[src/rtl/flash_wprot_pkg.sv]
package flash_wprot_pkg;
  localparam int SR_W = 8;
  localparam logic [SR_W-1:0] SR_KEEP = 8'b1001_1100;

  typedef struct packed {
    logic setWel;
    logic clrWel;
    logic loadSr;
    logic startBusy;
  } strobe_t;
endpackage

[src/rtl/flash_wprot_ctrl.sv]
module flash_wprot_ctrl
  import flash_wprot_pkg::*;
#(
  parameter int ADDR_W = 19,
  parameter int SECT_W = 3
) (
  input  logic              clk,
  input  logic              rstN,
  input  logic              cmdWren,
  input  logic              cmdWrdi,
  input  logic              cmdWrsr,
  input  logic              cmdProg,
  input  logic              cmdSecErase,
  input  logic              cmdBulkErase,
  input  logic [ADDR_W-1:0] cmdAddr,
  input  logic              protPinN,
  input  logic              lockIn,
  input  logic [2:0]        bpIn,
  input  logic              welIn,
  input  logic              busyIn,
  output strobe_t           strobe,
  output logic              respValid,
  output logic              respAccept
);
  localparam logic [SECT_W:0] SECTORS = (SECT_W+1)'(1 << SECT_W);

  logic [SECT_W-1:0] sectorIdx;
  logic [SECT_W:0]   protCount;
  logic              sectorProt, hwLock, anyWrite, verdict;

  assign sectorIdx = SECT_W'(cmdAddr >> (ADDR_W - SECT_W));
  assign hwLock    = lockIn & ~protPinN;
  assign anyWrite  = cmdWrsr | cmdProg | cmdSecErase | cmdBulkErase;

  always_comb begin
    if (bpIn == 3'd0)                   protCount = '0;
    else if (int'(bpIn) - 1 >= SECT_W)  protCount = SECTORS;
    else                                protCount = (SECT_W+1)'(1 << (bpIn - 3'd1));
  end

  assign sectorProt = ({1'b0, sectorIdx} >= (SECTORS - protCount)) && (protCount != '0);

  always_comb begin
    if (cmdWrsr)                        verdict = welIn & ~hwLock;
    else if (cmdProg || cmdSecErase)    verdict = welIn & ~sectorProt;
    else                                verdict = welIn & (bpIn == 3'd0);
  end

  always_comb begin
    strobe = '0;
    if (!busyIn) begin
      strobe.loadSr    = cmdWrsr & verdict;
      strobe.startBusy = anyWrite & verdict;
      strobe.clrWel    = anyWrite | cmdWrdi;
      strobe.setWel    = cmdWren & ~anyWrite & ~cmdWrdi;
    end
  end

  always_ff @(posedge clk) begin
    if (!rstN) begin
      respValid  <= 1'b0;
      respAccept <= 1'b0;
    end else begin
      respValid  <= ~busyIn & anyWrite;
      respAccept <= ~busyIn & anyWrite & verdict;
    end
  end
endmodule

[src/rtl/flash_wprot_dp.sv]
module flash_wprot_dp
  import flash_wprot_pkg::*;
#(
  parameter int BUSY_CYCLES = 32
) (
  input  logic            clk,
  input  logic            rstN,
  input  strobe_t         strobe,
  input  logic [SR_W-1:0] srData,
  output logic            lockOut,
  output logic [2:0]      bpOut,
  output logic            welOut,
  output logic            busyOut,
  output logic [SR_W-1:0] statusOut
);
  localparam int CNT_W = $clog2(BUSY_CYCLES + 1);

  logic [SR_W-1:0] srQ;
  logic            welQ;
  logic [CNT_W-1:0] busyCnt;

  always_ff @(posedge clk) begin
    if (!rstN) begin
      srQ     <= '0;
      welQ    <= 1'b0;
      busyCnt <= '0;
    end else begin
      if (strobe.loadSr) srQ <= srData & SR_KEEP;
      if (strobe.clrWel)      welQ <= 1'b0;
      else if (strobe.setWel) welQ <= 1'b1;
      if (strobe.startBusy)       busyCnt <= CNT_W'(BUSY_CYCLES);
      else if (busyCnt != '0)     busyCnt <= busyCnt - 1'b1;
    end
  end

  assign lockOut   = srQ[7];
  assign bpOut     = srQ[4:2];
  assign welOut    = welQ;
  assign busyOut   = (busyCnt != '0);
  assign statusOut = (srQ & SR_KEEP) | {6'b0, welQ, busyOut};
endmodule

[src/rtl/flash_wprot_top.sv]
module flash_wprot_top
  import flash_wprot_pkg::*;
#(
  parameter int ADDR_W      = 19,
  parameter int SECT_W      = 3,
  parameter int BUSY_CYCLES = 32
) (
  input  logic              clk,
  input  logic              rstN,
  input  logic              cmdWren,
  input  logic              cmdWrdi,
  input  logic              cmdWrsr,
  input  logic [7:0]        srData,
  input  logic              cmdProg,
  input  logic              cmdSecErase,
  input  logic              cmdBulkErase,
  input  logic [ADDR_W-1:0] cmdAddr,
  input  logic              protPinN,
  output logic [7:0]        statusOut,
  output logic              respValid,
  output logic              respAccept
);
  strobe_t    strobe;
  logic       lockQ, welQ, busyQ;
  logic [2:0] bpQ;

  flash_wprot_ctrl #(.ADDR_W(ADDR_W), .SECT_W(SECT_W)) u_ctrl (
    .clk(clk), .rstN(rstN),
    .cmdWren(cmdWren), .cmdWrdi(cmdWrdi), .cmdWrsr(cmdWrsr),
    .cmdProg(cmdProg), .cmdSecErase(cmdSecErase), .cmdBulkErase(cmdBulkErase),
    .cmdAddr(cmdAddr), .protPinN(protPinN),
    .lockIn(lockQ), .bpIn(bpQ), .welIn(welQ), .busyIn(busyQ),
    .strobe(strobe), .respValid(respValid), .respAccept(respAccept)
  );

  flash_wprot_dp #(.BUSY_CYCLES(BUSY_CYCLES)) u_dp (
    .clk(clk), .rstN(rstN), .strobe(strobe), .srData(srData),
    .lockOut(lockQ), .bpOut(bpQ), .welOut(welQ), .busyOut(busyQ),
    .statusOut(statusOut)
  );
endmodule

[config.mk]
export PLATFORM = sky130hd
export DESIGN_NAME = flash_wprot_top
export DESIGN_NICKNAME = d
export VERILOG_FILES = /design/src/rtl/flash_wprot_pkg.sv /design/src/rtl/flash_wprot_ctrl.sv /design/src/rtl/flash_wprot_dp.sv /design/src/rtl/flash_wprot_top.sv
export SDC_FILE = /design/constraint.sdc
export NUM_CORES = 1
export LEC_CHECK = 0
export BUFFER_PORTS_ARGS = -buffer_cell sky130_fd_sc_hd__buf_4
export CAP_MARGIN = 20
export CORE_UTILIZATION = 43
export CTS_CLUSTER_SIZE = 10
export DETAILED_ROUTE_END_ITERATION = 10
export GPL_TIMING_DRIVEN = 0
export HOLD_SLACK_MARGIN = 0.1
export PLACE_DENSITY = 0.9
export SYNTH_ARGS = -nofsm -noshare
export SYNTH_HDL_FRONTEND = slang
export SYNTH_SLANG_ARGS = --single-unit
[constraint.sdc]
create_clock -name clk -period 2.9 [get_ports clk]
set_clock_uncertainty 0.1 [all_clocks]
set_input_delay 0.29 -clock clk [delete_from_list [all_inputs] [get_ports clk]]
set_output_delay 0.29 -clock clk [all_outputs]
set_load 0.02 [all_outputs]
==> flow_summary.yaml <==
job:
  number_of_maximum_capacitance_constraint_violations: 0
clock_network:
  clk-insertion-delay-late_ns: 0.26
  tritoncts: "yes"
  post_cts_buffers: 0
  htree_levels: 1
  clock_tree.buffer_depth: 2
  clkTransAtPathRegs_ns: 0.08
  hold_buf_cts: 0
  clk_root_buffer_cell: "sky130_fd_sc_hd__clkbuf_4"
  gates_resized_cts_repair: 0
  cts.sinks: 13
  cts_buffers: 3
logic_synthesis:
  seq_area_frac_synth: 0.314
  post_synth_inst_count: 93
  synth-seq-cells: 13
  post_synth_instance_area_sq_um: 828
  synth_area_per_cell_sq_um: 8.91
  synth_cell_types: 32
  synth-warning-count: 0
global_routing:
  grtUsageTotal: 0.171
  grt_overflow: 0
  antenna_found_initial: 0
  wire_length_of_the_first_global_routing_pass_um: 2640
  grt_pass1_vias: 656
  largest_net_degree_at_the_start_of_global_routing: 11
drt:
  route.antenna.remaining_nets: 0
  detailroute.via_count: 691
  wire_per_inst_um: 11.4
  routed_via_density: 4.73
  post-route-drc-count: 0
  drt_iter0_markers: 3
  wirelength_um: 1670
  detailed_routing_iterations_pass_1: 3
final_layout:
  area.sequential_sq_um: 260
  final_cell_count_no_fill: 146
  fill_cells: 176
  antennaDiodeCount: 0
  layout-drive-gt1-share: 0.322
  nets_finish: 164
  area.growth.synth_to_final_pct: 28.2
  fin_util: 0.602
  multiInputGateArea_sq_um: 500
critical_path:
  worstSetupPathType: "reg2reg"
  slowest_delay_ns: 0.50
  end_kind: "flop"
  critical_path.startpoint_type: "flop"
  critical_path.max_fanout: 7
  kind_of_cell_adding_the_most_delay_to_the_critical_path: "compound AO/OA/AOI/OAI gates"
  critical_path.cell_chain: "or3b_2 > ha_1 > xnor2_1 > ha_1 > o21ai_0 > o211ai_1 > a211oi_4 > a2111oi_4"
  timing.reg2reg.setup_slack_ns: 0.33
  cpMaxStageDelayCell: "sky130_fd_sc_hd__or3b_2"
  data_required_time_of_the_critical_path_ns: 2.96
  crit_top_cell: "sky130_fd_sc_hd__ha_1"
  critical_path_buf_inv_count: 0
  cp_data_arrival_time_ns: 2.63
pwr:
  vdd_drop_max_v: 0.000360
  power.density_cell_area_nw_per_um2: 774
  p_comb_frac: 0.534
  p_int_mw: 0.491
  switchingPower_mw: 0.332
  sequential_share_of_power: 0.335
  p_sw_frac: 0.403
  leakage_nw: 0.467
  power.share.clock: 0.131
  totalPowerFinal_mw: 0.823
die:
  core_rows: 15
  die_w_um: 45.9
  dieArea_sq_um: 2110
  floorplan.initialDensity: 0.470
  die_height_um: 45.9
  io-pin-count: 46
  core_region_area_sq_um: 1760
placed_design:
  hpwl_um: 1440
  dp_cells: 142
  io_port_bufs: 23
  gp_congestion: 0.742
sta:
  report.final.slew_viol_count: 0
  setup_violations: 0
  max_freq_mhz: 390
  hold_violations: 0
  fin_crit_ns: 2.57
  post-route-period-util: 0.885
  rsz0062_at_grt: "false"
  final.setup.tns_ns: 0
run_status:
  outcome: "complete, no violations"
worst_hold_path:
  hold_path_class: "in2reg"
==> sequential cells by signal, summed over array words and instances, names as in the netlist <==
register	flops
u_dp.busyCnt	6
u_ctrl.respAccept	1
u_ctrl.respValid	1
u_dp.srQ	4
u_dp.welOut	1
==> final timing paths <==
kind                                          startpoint                            to  cells after the start
worst max-delay path            u_dp.srQ[2]$_SDFFE_PN0P_  u_dp.busyCnt[1]$_SDFFE_PP0N_                      8
worst min-delay path                           srData[2]      u_dp.srQ[2]$_SDFFE_PN0P_                      3
worst max register to register  u_dp.srQ[2]$_SDFFE_PN0P_  u_dp.busyCnt[1]$_SDFFE_PP0N_                      8
worst min register to register  u_dp.srQ[7]$_SDFFE_PN0P_      u_dp.srQ[7]$_SDFFE_PN0P_                      2
==> metrics by stage <==
step | hold slack (ns) | cell area [sq um] | setup slack [ns]
5_1_grt | 0.184 | 1060 | 0.195
3_5_place_dp | 0.397 | 1040 | 0.353
4_1_cts | 0.174 | 1060 | 0.314
2_1_floorplan | 0.328 | 832 | 0.417
3_3_place_gp | 0.379 | 1040 | 0.446
6_report | 0.180 | 1060 | 0.334
==> power groups by stage <==
stage | combinational [mW] | clock [mW] | sequential, mW
global route | 0.472 | 0.120 | 0.281
global placement | 0.411 | 0 | 0.275
detailed placement | 0.443 | 0 | 0.280
finish | 0.439 | 0.108 | 0.276
CTS | 0.445 | 0.112 | 0.276
floorplan | 0.322 | 0 | 0.281
==> routing by layer <==
layer	global-route usage	share of wire	routed length [um]
met4	0.0176	0	0
met2	0.346	0.60	994
met1	0.186	0.37	622
met3	0.0238	0.031	51
met5	0	0	0
==> worst register-to-register path, stage by stage, from the launching register on <==
cell	delay (ns)
sky130_fd_sc_hd__dfxtp_1	0.44
sky130_fd_sc_hd__or3b_2	0.50
sky130_fd_sc_hd__ha_1	0.23
sky130_fd_sc_hd__xnor2_1	0.14
sky130_fd_sc_hd__ha_1	0.27
sky130_fd_sc_hd__o21ai_0	0.07
sky130_fd_sc_hd__o211ai_1	0.31
sky130_fd_sc_hd__a211oi_4	0.13
sky130_fd_sc_hd__a2111oi_4	0.28
==> cells in the final DEF (no fill, tap or decap), types with 2 or more instances in the layout <==
cell type,count
sky130_fd_sc_hd__buf_4,28
sky130_fd_sc_hd__nand2_1,14
sky130_fd_sc_hd__dfxtp_1,13
sky130_fd_sc_hd__nor2_1,10
sky130_fd_sc_hd__inv_1,8
sky130_fd_sc_hd__ha_1,6
sky130_fd_sc_hd__xnor2_1,4
sky130_fd_sc_hd__mux2i_1,4
sky130_fd_sc_hd__nor3_1,4
sky130_fd_sc_hd__clkbuf_4,3
sky130_fd_sc_hd__nor2b_1,2
sky130_fd_sc_hd__nand3b_1,2
sky130_fd_sc_hd__clkbuf_1,2
sky130_fd_sc_hd__conb_1,2
==> logic make-up after synthesis <==
logic type	after synthesis	share of synthesized area
compound gates	9	0.136
mux	5	0.0619
xor+xnor	5	0.0529
flops	13	0.314
buf+inv	14	0.0861
other cells	1	0.00453
fa+ha+maj	6	0.0906
simple gates	40	0.254
==> final cells by class <==
class | count | share of cell area
multi-input cells | 67 | 0.471
flip-flops and latches | 13 | 0.245
repair buffers | 23 | 0.163
plain buffers | 6 | 0.0389
well taps | 25 | 0.0294
inverters | 8 | 0.0283
clock buffers | 4 | 0.0247
==> Yosys cell counts <==
library cell                number  area (sq um)
sky130_fd_sc_hd__dfxtp_1        13           260
sky130_fd_sc_hd__nor3_1          4          20.0
sky130_fd_sc_hd__o21ai_0         1          5.00
sky130_fd_sc_hd__xnor2_1         4          35.0
sky130_fd_sc_hd__o211ai_1        1          7.51
sky130_fd_sc_hd__mux2i_1         4          40.0
sky130_fd_sc_hd__nor3_4          1          16.3
sky130_fd_sc_hd__nand3_1         1          5.00
sky130_fd_sc_hd__mux2_1          1          11.3
sky130_fd_sc_hd__conb_1          1          3.75
sky130_fd_sc_hd__a211oi_4        1          20.0
sky130_fd_sc_hd__or3b_2          1          8.76
sky130_fd_sc_hd__or4_1           1          7.51
sky130_fd_sc_hd__a2111oi_4       1          27.5
sky130_fd_sc_hd__clkbuf_1        1          3.75
sky130_fd_sc_hd__nand3b_1        2          15.0
sky130_fd_sc_hd__a211oi_1        1          7.51
sky130_fd_sc_hd__or2_4           1          8.76
sky130_fd_sc_hd__nand2_1        14          52.6
sky130_fd_sc_hd__inv_1           8          30.0
sky130_fd_sc_hd__nor3b_1         1          7.51
sky130_fd_sc_hd__buf_4           5          37.5
sky130_fd_sc_hd__nand4_2         1          12.5
sky130_fd_sc_hd__a311oi_4        1          26.3
sky130_fd_sc_hd__nor2_2          1          6.26
sky130_fd_sc_hd__xor2_1          1          8.76
sky130_fd_sc_hd__ha_1            6          75.1
sky130_fd_sc_hd__a31oi_1         1          6.26
sky130_fd_sc_hd__o21a_1          1          7.51
sky130_fd_sc_hd__nor2_1         10          37.5
sky130_fd_sc_hd__o21ai_1         1          5.00
sky130_fd_sc_hd__nor2b_1         2          12.5
(Power assumes the default switching activity.)
